**src/rtl/sram_seq_pkg.sv**
```systemverilog
`timescale 1ns/1ps
package sram_seq_pkg;

  typedef enum logic [2:0] {
    ST_IDLE   = 3'd0,
    ST_RD     = 3'd1,
    ST_RD_TA  = 3'd2,
    ST_WR_HZ  = 3'd3,
    ST_WR_DRV = 3'd4,
    ST_SLEEP  = 3'd5,
    ST_REC    = 3'd6
  } seq_state_e;

  // nanoseconds to cycles, rounded up, never below one cycle
  function automatic int ns_to_cyc(input int ns, input int clk_ns);
    int c;
    c = (ns + clk_ns - 1) / clk_ns;
    if (c < 1) c = 1;
    return c;
  endfunction

  function automatic int imax(input int a, input int b);
    return (a > b) ? a : b;
  endfunction

endpackage

```
**src/rtl/sram_phase_timer.sv**
```systemverilog
`timescale 1ns/1ps
module sram_phase_timer #(
  parameter int CW = 8
) (
  input  logic          clk,
  input  logic          rst_n,
  input  logic          load,
  input  logic [CW-1:0] load_val,
  output logic          last
);

  logic [CW-1:0] cnt_q;
  logic [CW-1:0] cnt_d;

  always_comb begin
    cnt_d = cnt_q;
    if (load)
      cnt_d = load_val;
    else if (cnt_q != '0)
      cnt_d = cnt_q - 1'b1;
  end

  always_ff @(posedge clk or negedge rst_n) begin
    if (!rst_n) cnt_q <= '0;
    else        cnt_q <= cnt_d;
  end

  assign last = (cnt_q == CW'(1));

  // every phase lasts at least one cycle
  p_load_nonzero_r4: assert property (@(posedge clk) disable iff (!rst_n)
    load |-> (load_val != '0));

endmodule

```
**src/rtl/sram_seq_fsm.sv**
```systemverilog
`timescale 1ns/1ps
module sram_seq_fsm
  import sram_seq_pkg::*;
#(
  parameter int CW      = 8,
  parameter int RD_CYC  = 1,
  parameter int OHZ_CYC = 1,
  parameter int WHZ_CYC = 1,
  parameter int DRV_CYC = 1,
  parameter int REC_CYC = 1
) (
  input  logic       clk,
  input  logic       rst_n,
  input  logic       req_valid,
  input  logic       req_write,
  input  logic       sleep_req,
  output seq_state_e state_q,
  output seq_state_e state_d,
  output logic       accept,
  output logic       capture
);

  logic          t_load;
  logic [CW-1:0] t_val;
  logic          t_last;

  sram_phase_timer #(.CW(CW)) timer_i (
    .clk      (clk),
    .rst_n    (rst_n),
    .load     (t_load),
    .load_val (t_val),
    .last     (t_last)
  );

  always_comb begin
    state_d = state_q;
    t_load  = 1'b0;
    t_val   = '0;
    accept  = 1'b0;
    capture = 1'b0;
    unique case (state_q)
      ST_IDLE: begin
        if (sleep_req) begin
          state_d = ST_SLEEP;
        end else if (req_valid) begin
          accept = 1'b1;
          t_load = 1'b1;
          if (req_write) begin
            state_d = ST_WR_HZ;
            t_val   = CW'(WHZ_CYC);
          end else begin
            state_d = ST_RD;
            t_val   = CW'(RD_CYC);
          end
        end
      end
      ST_RD: begin
        if (t_last) begin
          capture = 1'b1;
          state_d = ST_RD_TA;
          t_load  = 1'b1;
          t_val   = CW'(OHZ_CYC);
        end
      end
      ST_RD_TA: begin
        if (t_last) state_d = ST_IDLE;
      end
      ST_WR_HZ: begin
        if (t_last) begin
          state_d = ST_WR_DRV;
          t_load  = 1'b1;
          t_val   = CW'(DRV_CYC);
        end
      end
      ST_WR_DRV: begin
        if (t_last) state_d = ST_IDLE;
      end
      ST_SLEEP: begin
        if (!sleep_req) begin
          state_d = ST_REC;
          t_load  = 1'b1;
          t_val   = CW'(REC_CYC);
        end
      end
      ST_REC: begin
        if (t_last) state_d = ST_IDLE;
      end
      default: state_d = ST_IDLE;
    endcase
  end

  always_ff @(posedge clk or negedge rst_n) begin
    if (!rst_n) state_q <= ST_IDLE;
    else        state_q <= state_d;
  end

  // sleep holds until released
  p_sleep_hold_r9: assert property (@(posedge clk) disable iff (!rst_n)
    (state_q == ST_SLEEP && sleep_req) |=> (state_q == ST_SLEEP));

  // capture only ends a read window
  p_capture_in_read_r3: assert property (@(posedge clk) disable iff (!rst_n)
    capture |=> (state_q == ST_RD_TA));

endmodule

```
**src/rtl/sram_pin_regs.sv**
```systemverilog
`timescale 1ns/1ps
module sram_pin_regs
  import sram_seq_pkg::*;
#(
  parameter int AW = 17,
  parameter int DW = 8
) (
  input  logic          clk,
  input  logic          rst_n,
  input  seq_state_e    state_d,
  input  logic          accept,
  input  logic          capture,
  input  logic [AW-1:0] req_addr,
  input  logic [DW-1:0] req_wdata,
  input  logic [DW-1:0] mem_dq_i,
  output logic          req_busy,
  output logic          rsp_valid,
  output logic [DW-1:0] rsp_rdata,
  output logic [AW-1:0] mem_addr,
  output logic          mem_ce1_n,
  output logic          mem_ce2,
  output logic          mem_oe_n,
  output logic          mem_we_n,
  output logic [DW-1:0] mem_dq_o,
  output logic          mem_dq_oe
);

  logic          sel_q, sel_d;
  logic          rd_q, rd_d;
  logic          wr_q, wr_d;
  logic          drv_q, drv_d;
  logic          busy_q, busy_d;
  logic          rvld_q;
  logic [AW-1:0] addr_q;
  logic [DW-1:0] wdata_q;
  logic [DW-1:0] rdata_q;

  always_comb begin
    rd_d   = (state_d == ST_RD);
    wr_d   = (state_d == ST_WR_HZ) || (state_d == ST_WR_DRV);
    drv_d  = (state_d == ST_WR_DRV);
    sel_d  = rd_d || wr_d;
    busy_d = (state_d != ST_IDLE);
  end

  always_ff @(posedge clk or negedge rst_n) begin
    if (!rst_n) begin
      sel_q  <= 1'b0;
      rd_q   <= 1'b0;
      wr_q   <= 1'b0;
      drv_q  <= 1'b0;
      busy_q <= 1'b0;
      rvld_q <= 1'b0;
    end else begin
      sel_q  <= sel_d;
      rd_q   <= rd_d;
      wr_q   <= wr_d;
      drv_q  <= drv_d;
      busy_q <= busy_d;
      rvld_q <= capture;
    end
  end

  always_ff @(posedge clk or negedge rst_n) begin
    if (!rst_n) begin
      addr_q  <= '0;
      wdata_q <= '0;
    end else if (accept) begin
      addr_q  <= req_addr;
      wdata_q <= req_wdata;
    end
  end

  always_ff @(posedge clk or negedge rst_n) begin
    if (!rst_n)       rdata_q <= '0;
    else if (capture) rdata_q <= mem_dq_i;
  end

  assign mem_ce1_n = ~sel_q;
  assign mem_ce2   = sel_q;
  assign mem_oe_n  = ~rd_q;
  assign mem_we_n  = ~wr_q;
  assign mem_dq_oe = drv_q;
  assign mem_dq_o  = wdata_q;
  assign mem_addr  = addr_q;
  assign req_busy  = busy_q;
  assign rsp_valid = rvld_q;
  assign rsp_rdata = rdata_q;

  p_no_contention_r6: assert property (@(posedge clk) disable iff (!rst_n)
    mem_dq_oe |-> mem_oe_n);

  p_drive_inside_strobe_r5: assert property (@(posedge clk) disable iff (!rst_n)
    mem_dq_oe |-> !mem_we_n);

  p_float_before_drive_r5: assert property (@(posedge clk) disable iff (!rst_n)
    $fell(mem_we_n) |-> !mem_dq_oe);

  p_addr_stable_r4: assert property (@(posedge clk) disable iff (!rst_n)
    (!mem_we_n && $past(!mem_we_n)) |-> $stable(mem_addr));

  p_strobes_exclusive_r4: assert property (@(posedge clk) disable iff (!rst_n)
    !(!mem_we_n && !mem_oe_n));

  p_rsp_pulse_r3: assert property (@(posedge clk) disable iff (!rst_n)
    rsp_valid |=> !rsp_valid);

  p_strobe_needs_select_r2: assert property (@(posedge clk) disable iff (!rst_n)
    (!mem_we_n || !mem_oe_n) |-> (!mem_ce1_n && mem_ce2));

endmodule

```
**src/rtl/sram_seq_ctrl.sv**
```systemverilog
`timescale 1ns/1ps
module sram_seq_ctrl
  import sram_seq_pkg::*;
#(
  parameter int ADDR_W    = 17,
  parameter int DATA_W    = 8,
  parameter int CLK_NS    = 20,
  parameter int T_RC_NS   = 15,
  parameter int T_AA_NS   = 15,
  parameter int T_OE_NS   = 9,
  parameter int T_OHZ_NS  = 9,
  parameter int T_WC_NS   = 15,
  parameter int T_WP_NS   = 10,
  parameter int T_CW_NS   = 12,
  parameter int T_AW_NS   = 12,
  parameter int T_DW_NS   = 10,
  parameter int T_WHZ_NS  = 8,
  parameter int T_REC_NS  = 5000000
) (
  input  logic              clk,
  input  logic              rst_n,
  input  logic              req_valid,
  input  logic              req_write,
  input  logic [ADDR_W-1:0] req_addr,
  input  logic [DATA_W-1:0] req_wdata,
  input  logic              sleep_req,
  output logic              req_busy,
  output logic              rsp_valid,
  output logic [DATA_W-1:0] rsp_rdata,
  output logic [ADDR_W-1:0] mem_addr,
  output logic              mem_ce1_n,
  output logic              mem_ce2,
  output logic              mem_oe_n,
  output logic              mem_we_n,
  output logic [DATA_W-1:0] mem_dq_o,
  input  logic [DATA_W-1:0] mem_dq_i,
  output logic              mem_dq_oe
);

  localparam int RD_CYC  = imax(imax(ns_to_cyc(T_AA_NS, CLK_NS), ns_to_cyc(T_OE_NS, CLK_NS)),
                                ns_to_cyc(T_RC_NS, CLK_NS));
  localparam int OHZ_CYC = ns_to_cyc(T_OHZ_NS, CLK_NS);
  localparam int WHZ_CYC = ns_to_cyc(T_WHZ_NS, CLK_NS);
  localparam int WE_MIN  = imax(imax(ns_to_cyc(T_WP_NS, CLK_NS), ns_to_cyc(T_CW_NS, CLK_NS)),
                                imax(ns_to_cyc(T_AW_NS, CLK_NS), ns_to_cyc(T_WC_NS, CLK_NS)));
  localparam int DRV_CYC = imax(ns_to_cyc(T_DW_NS, CLK_NS), WE_MIN - WHZ_CYC);
  localparam int REC_CYC = ns_to_cyc(T_REC_NS, CLK_NS);
  localparam int MAX_CYC = imax(imax(imax(RD_CYC, OHZ_CYC), imax(WHZ_CYC, DRV_CYC)), REC_CYC);
  localparam int CW      = $clog2(MAX_CYC + 1);

  seq_state_e state_q;
  seq_state_e state_d;
  logic       accept;
  logic       capture;

  sram_seq_fsm #(
    .CW      (CW),
    .RD_CYC  (RD_CYC),
    .OHZ_CYC (OHZ_CYC),
    .WHZ_CYC (WHZ_CYC),
    .DRV_CYC (DRV_CYC),
    .REC_CYC (REC_CYC)
  ) fsm_i (
    .clk       (clk),
    .rst_n     (rst_n),
    .req_valid (req_valid),
    .req_write (req_write),
    .sleep_req (sleep_req),
    .state_q   (state_q),
    .state_d   (state_d),
    .accept    (accept),
    .capture   (capture)
  );

  sram_pin_regs #(.AW(ADDR_W), .DW(DATA_W)) pins_i (
    .clk       (clk),
    .rst_n     (rst_n),
    .state_d   (state_d),
    .accept    (accept),
    .capture   (capture),
    .req_addr  (req_addr),
    .req_wdata (req_wdata),
    .mem_dq_i  (mem_dq_i),
    .req_busy  (req_busy),
    .rsp_valid (rsp_valid),
    .rsp_rdata (rsp_rdata),
    .mem_addr  (mem_addr),
    .mem_ce1_n (mem_ce1_n),
    .mem_ce2   (mem_ce2),
    .mem_oe_n  (mem_oe_n),
    .mem_we_n  (mem_we_n),
    .mem_dq_o  (mem_dq_o),
    .mem_dq_oe (mem_dq_oe)
  );

  p_accept_busy_r8: assert property (@(posedge clk) disable iff (!rst_n)
    (!req_busy && req_valid && !sleep_req) |=> req_busy);

  p_sleep_deselect_r9: assert property (@(posedge clk) disable iff (!rst_n)
    (state_q == ST_SLEEP || state_q == ST_REC) |-> (mem_ce1_n && !mem_ce2));

  p_sleep_busy_r10: assert property (@(posedge clk) disable iff (!rst_n)
    (state_q == ST_REC) |-> req_busy);

  p_idle_quiet_r1: assert property (@(posedge clk) disable iff (!rst_n)
    (state_q == ST_IDLE) |-> (mem_we_n && mem_oe_n && !mem_dq_oe && !req_busy));

endmodule

```
**config.mk**
```make
export PLATFORM = sky130hd
export DESIGN_NAME = sram_seq_ctrl
export DESIGN_NICKNAME = d
export VERILOG_FILES = /design/src/rtl/sram_seq_pkg.sv /design/src/rtl/sram_phase_timer.sv /design/src/rtl/sram_seq_fsm.sv /design/src/rtl/sram_pin_regs.sv /design/src/rtl/sram_seq_ctrl.sv
export SDC_FILE = /design/constraint.sdc
export NUM_CORES = 1
export LEC_CHECK = 0
export CAP_MARGIN = 25
export CORE_AREA = 8 8 86 88
export DETAILED_ROUTE_END_ITERATION = 12
export DIE_AREA = 0 0 94 96
export PLACE_DENSITY = 0.88
export REMOVE_ABC_BUFFERS = 1
export SLEW_MARGIN = 40
export SYNTH_ARGS = -nofsm -noshare
export SYNTH_HDL_FRONTEND = slang
export SYNTH_SLANG_ARGS = --single-unit
```
**constraint.sdc**
```tcl
create_clock -name clk -period 3.1 [get_ports clk]
set_clock_uncertainty 0.15 [all_clocks]
set_input_delay 0.31 -clock clk [delete_from_list [all_inputs] [get_ports clk]]
set_output_delay 0.31 -clock clk [all_outputs]
set_load 0.02 [all_outputs]
```
==> results.toml <==
[die]
initial_core_util_pct = 46.5
dieArea_mm2 = 0.00902
core_area_mm2 = 0.00610
dieHeight_um = 96
fp.dieW_um = 94
row_count = 29
pin_count = 78

[cts]
h-tree-depth = 3
cts_buffers = 9
cts_buffer_depth = 2
root_buffer = "clkbuf_8"
worstSkewPairLatency_ns = 0.34
cts_tree = "done"
cts.sinks = 60
cts_resized = 0
clk_pin_slew_worst_paths_ns = 0.07

[critical_path]
worstPathCellList = "inv_1 > ha_1 > or3b_2 > or4_1 > or3_1 > a21oi_1"
ff2ff_setup_slack_ns = 0.62
crit_path_max_incr_delay_ns = 0.55
crit_buf_inv = 1
cp-start-kind = "register"
rr_worst_depth = 6
rr_startpoint = "fsm_i.timer_i.cnt_q[0]$_DFFE_PN0P_"
critPathMaxFanout = 8
reg2reg_to = "fsm_i.timer_i.cnt_q[10]$_DFFE_PN0P_"
cp_slowest_cell = "or3b_2"
cp.required_ns = 3.20
critPathKind = "reg -> reg"
end_kind = "register"
cpLargestDelayFamily = "simple AND/OR/NAND/NOR gates"
worstPathArrival_ns = 2.58

[global_route]
antenna_found_initial = 0
grt_start_max_net_pins = 26
grt_usage_pct = 16.4
grt_pass1_wl_um = 11500
grt_pass1_vias = 2362
grt-ovfl-total = 0

[timing]
hold_viol_final = 0
rsz0062_at_grt = "false"
worst_slew_pin_slew_ns = 0.716
period_share_pct = 80.0
setup_tns_ns = 0
setup_viol = 0
min_period_ns = 2.48
report.final.slew_viol_count = 0
slew_headroom_pct = 51.9
fmax_ghz = 0.403

[synthesis]
synth_cells = 242
synth.distinct_cells = 47
synth_area_leader_cell = "dfrtp_1"
synthMuxAreaShare_pct = 13.8
synth_compound_area_share_pct = 11.7
ys_seq_elements = 60
ys.warnings.count = 0
synth_top_family_by_area = "simple AND/OR/NAND/NOR gates"
synthSimpleGateAreaFrac_pct = 16.3
yosys.area.top_type_share_pct = 53.0
synth_flop_cell = "dfrtp_1"
yosys.area_share.adder_pct = 1.33
syn_avg_cell_area_um2 = 11.7
synthXorXnorAreaFrac_pct = 1.55
synthTopCellsByArea = "dfrtp_1 (53%), mux2_2 (13%), o21ai_0 (3.5%), or4_1 (1.9%), nand3_1 (1.6%)"
syn_area_mm2 = 0.00283
synth_seq_area_share_pct = 53.0
async_reset_ff_share_pct = 100
synth_edf_count = 0

[run]
cap_violations = 0

[cells_and_area]
final_cell_mix = "clkdlybuf4s50_1 (76), dfrtp_1 (60), mux2_2 (33)"
area_growth_pct = 38.2
diodes = 0
finalNetCount = 371
layout_commonest_cell = "clkdlybuf4s50_1"
final_util_pct = 64.2
drive_above_1_share_pct = 19.4

[hold_path]
hold_path.class = "in -> async"

[route]
vias = 2361
wl_per_cell_um = 17.5
via_per_inst = 5.73
drt-initial-drc-count = 165
drc_errors = 0
ant_nets = 0
first_pass_iters = 4
wl_um = 7190

[place]
gp_congestion = 0.885
hpwl_um = 5330
io_buffers = 77

[power_and_ir_drop]
max-vdd-ir-drop_mv = 0.657
total_power_mw = 3.57
total_leakage_power_nw = 1.64
power_density_mw_per_mm2 = 911

[status]
outcome = "finished clean"
## cell families after synthesis
logic type | Yosys count
compound gates | 52
xor+xnor | 5
fa+ha+maj | 3
buf+inv | 17
flops | 60
mux | 35
simple gates | 70
## where the power goes
part / total (mW) / internal [mW] / leakage (nW) / switching (mW)
registers: 1.38 / 1.08 / 0.760 / 0.304
logic: 1.51 / 0.752 / 0.790 / 0.762
clock network: 0.667 / 0.367 / 0.0931 / 0.300
## metal layers
layer	vias to the layer above	GRT usage, %	part of all wire (%)
li1	1088	-	-
met1	1178	18.6	39
met2	82	27.2	52
met3	13	6.63	7.1
met4	0	6.34	1.9
met5	-	0	0
## what timing repair did
item | 4_1_cts | 5_1_grt
setup buffers | 0 | 0
endpoints found under the hold margin | 23 | 0
hold buffers | 1 | 0
## registers in the layout, summed over array words and instances, names as in the netlist
register and flops:
pins_i.mem_addr 17, pins_i.rsp_valid 1, pins_i.mem_dq_oe 1, pins_i.req_busy 1, pins_i.rsp_rdata 8, pins_i.mem_ce2 1, pins_i.mem_dq_o 8, pins_i.wr_q 1
pins_i.rd_q 1, fsm_i.state_q 3, fsm_i.timer_i.cnt_q 18
## worst max-delay path by stage
stage | from | end | slack (ns) | cells past startpoint
floorplan | fsm_i.state_q[1]$_DFF_PN0_ | fsm_i.timer_i.cnt_q[16]$_DFFE_PN0P_ | 0.71 | 4
global placement | fsm_i.timer_i.cnt_q[0]$_DFFE_PN0P_ | fsm_i.timer_i.cnt_q[10]$_DFFE_PN0P_ | 0.71 | 6
detailed placement | fsm_i.timer_i.cnt_q[7]$_DFFE_PN0P_ | fsm_i.timer_i.cnt_q[2]$_DFFE_PN0P_ | 0.63 | 5
CTS | fsm_i.timer_i.cnt_q[0]$_DFFE_PN0P_ | fsm_i.timer_i.cnt_q[10]$_DFFE_PN0P_ | 0.63 | 6
global route | fsm_i.timer_i.cnt_q[5]$_DFFE_PN0P_ | fsm_i.timer_i.cnt_q[2]$_DFFE_PN0P_ | 0.47 | 5
finish | fsm_i.timer_i.cnt_q[0]$_DFFE_PN0P_ | fsm_i.timer_i.cnt_q[10]$_DFFE_PN0P_ | 0.62 | 6
## cell usage after synthesis (2+ instances only)
| cell | count |
|---|---|
| or3_1 | 3 |
| a22oi_1 | 2 |
| o21ai_0 | 20 |
| nor4_2 | 3 |
| nand3_1 | 9 |
| nor2_1 | 6 |
| nand4b_1 | 2 |
| o2111ai_1 | 2 |
| dfrtp_1 | 60 |
| xnor2_1 | 2 |
| nor3_1 | 7 |
| mux2_2 | 33 |
| clkbuf_1 | 8 |
| a21oi_1 | 7 |
| nor2b_1 | 2 |
| and2_1 | 2 |
| xor2_1 | 3 |
| ha_1 | 3 |
| or4_1 | 7 |
| nor4_1 | 5 |
| a211oi_1 | 4 |
| inv_1 | 8 |
| nand2_1 | 10 |
| o211ai_1 | 3 |
| mux2i_1 | 2 |
| nand4_1 | 3 |
| o31a_1 | 2 |
| o31ai_1 | 5 |
## through the flow
stage,hold WS [ns],instances,cell area (um^2),setup slack (ns)
final,0.349,412,3910,0.621
after global routing,0.371,412,3910,0.467
after CTS,0.359,412,3910,0.626
after detailed placement,0.174,395,3720,0.631
after global placement,0.180,395,3720,0.707
after floorplan,-0.136,233,2800,0.714
## cell type report
cell class,instances,area [um^2]
Fill cell,467,2180
Sequential cell,60,1500
Multi-Input combinational cell,165,1270
Timing Repair Buffer,86,836
Clock buffer,11,131
Tap cell,77,96.3
Clock inverter,5,52.6
Inverter,8,30.0
No activity file was read; power rests on OpenSTA's default activity.
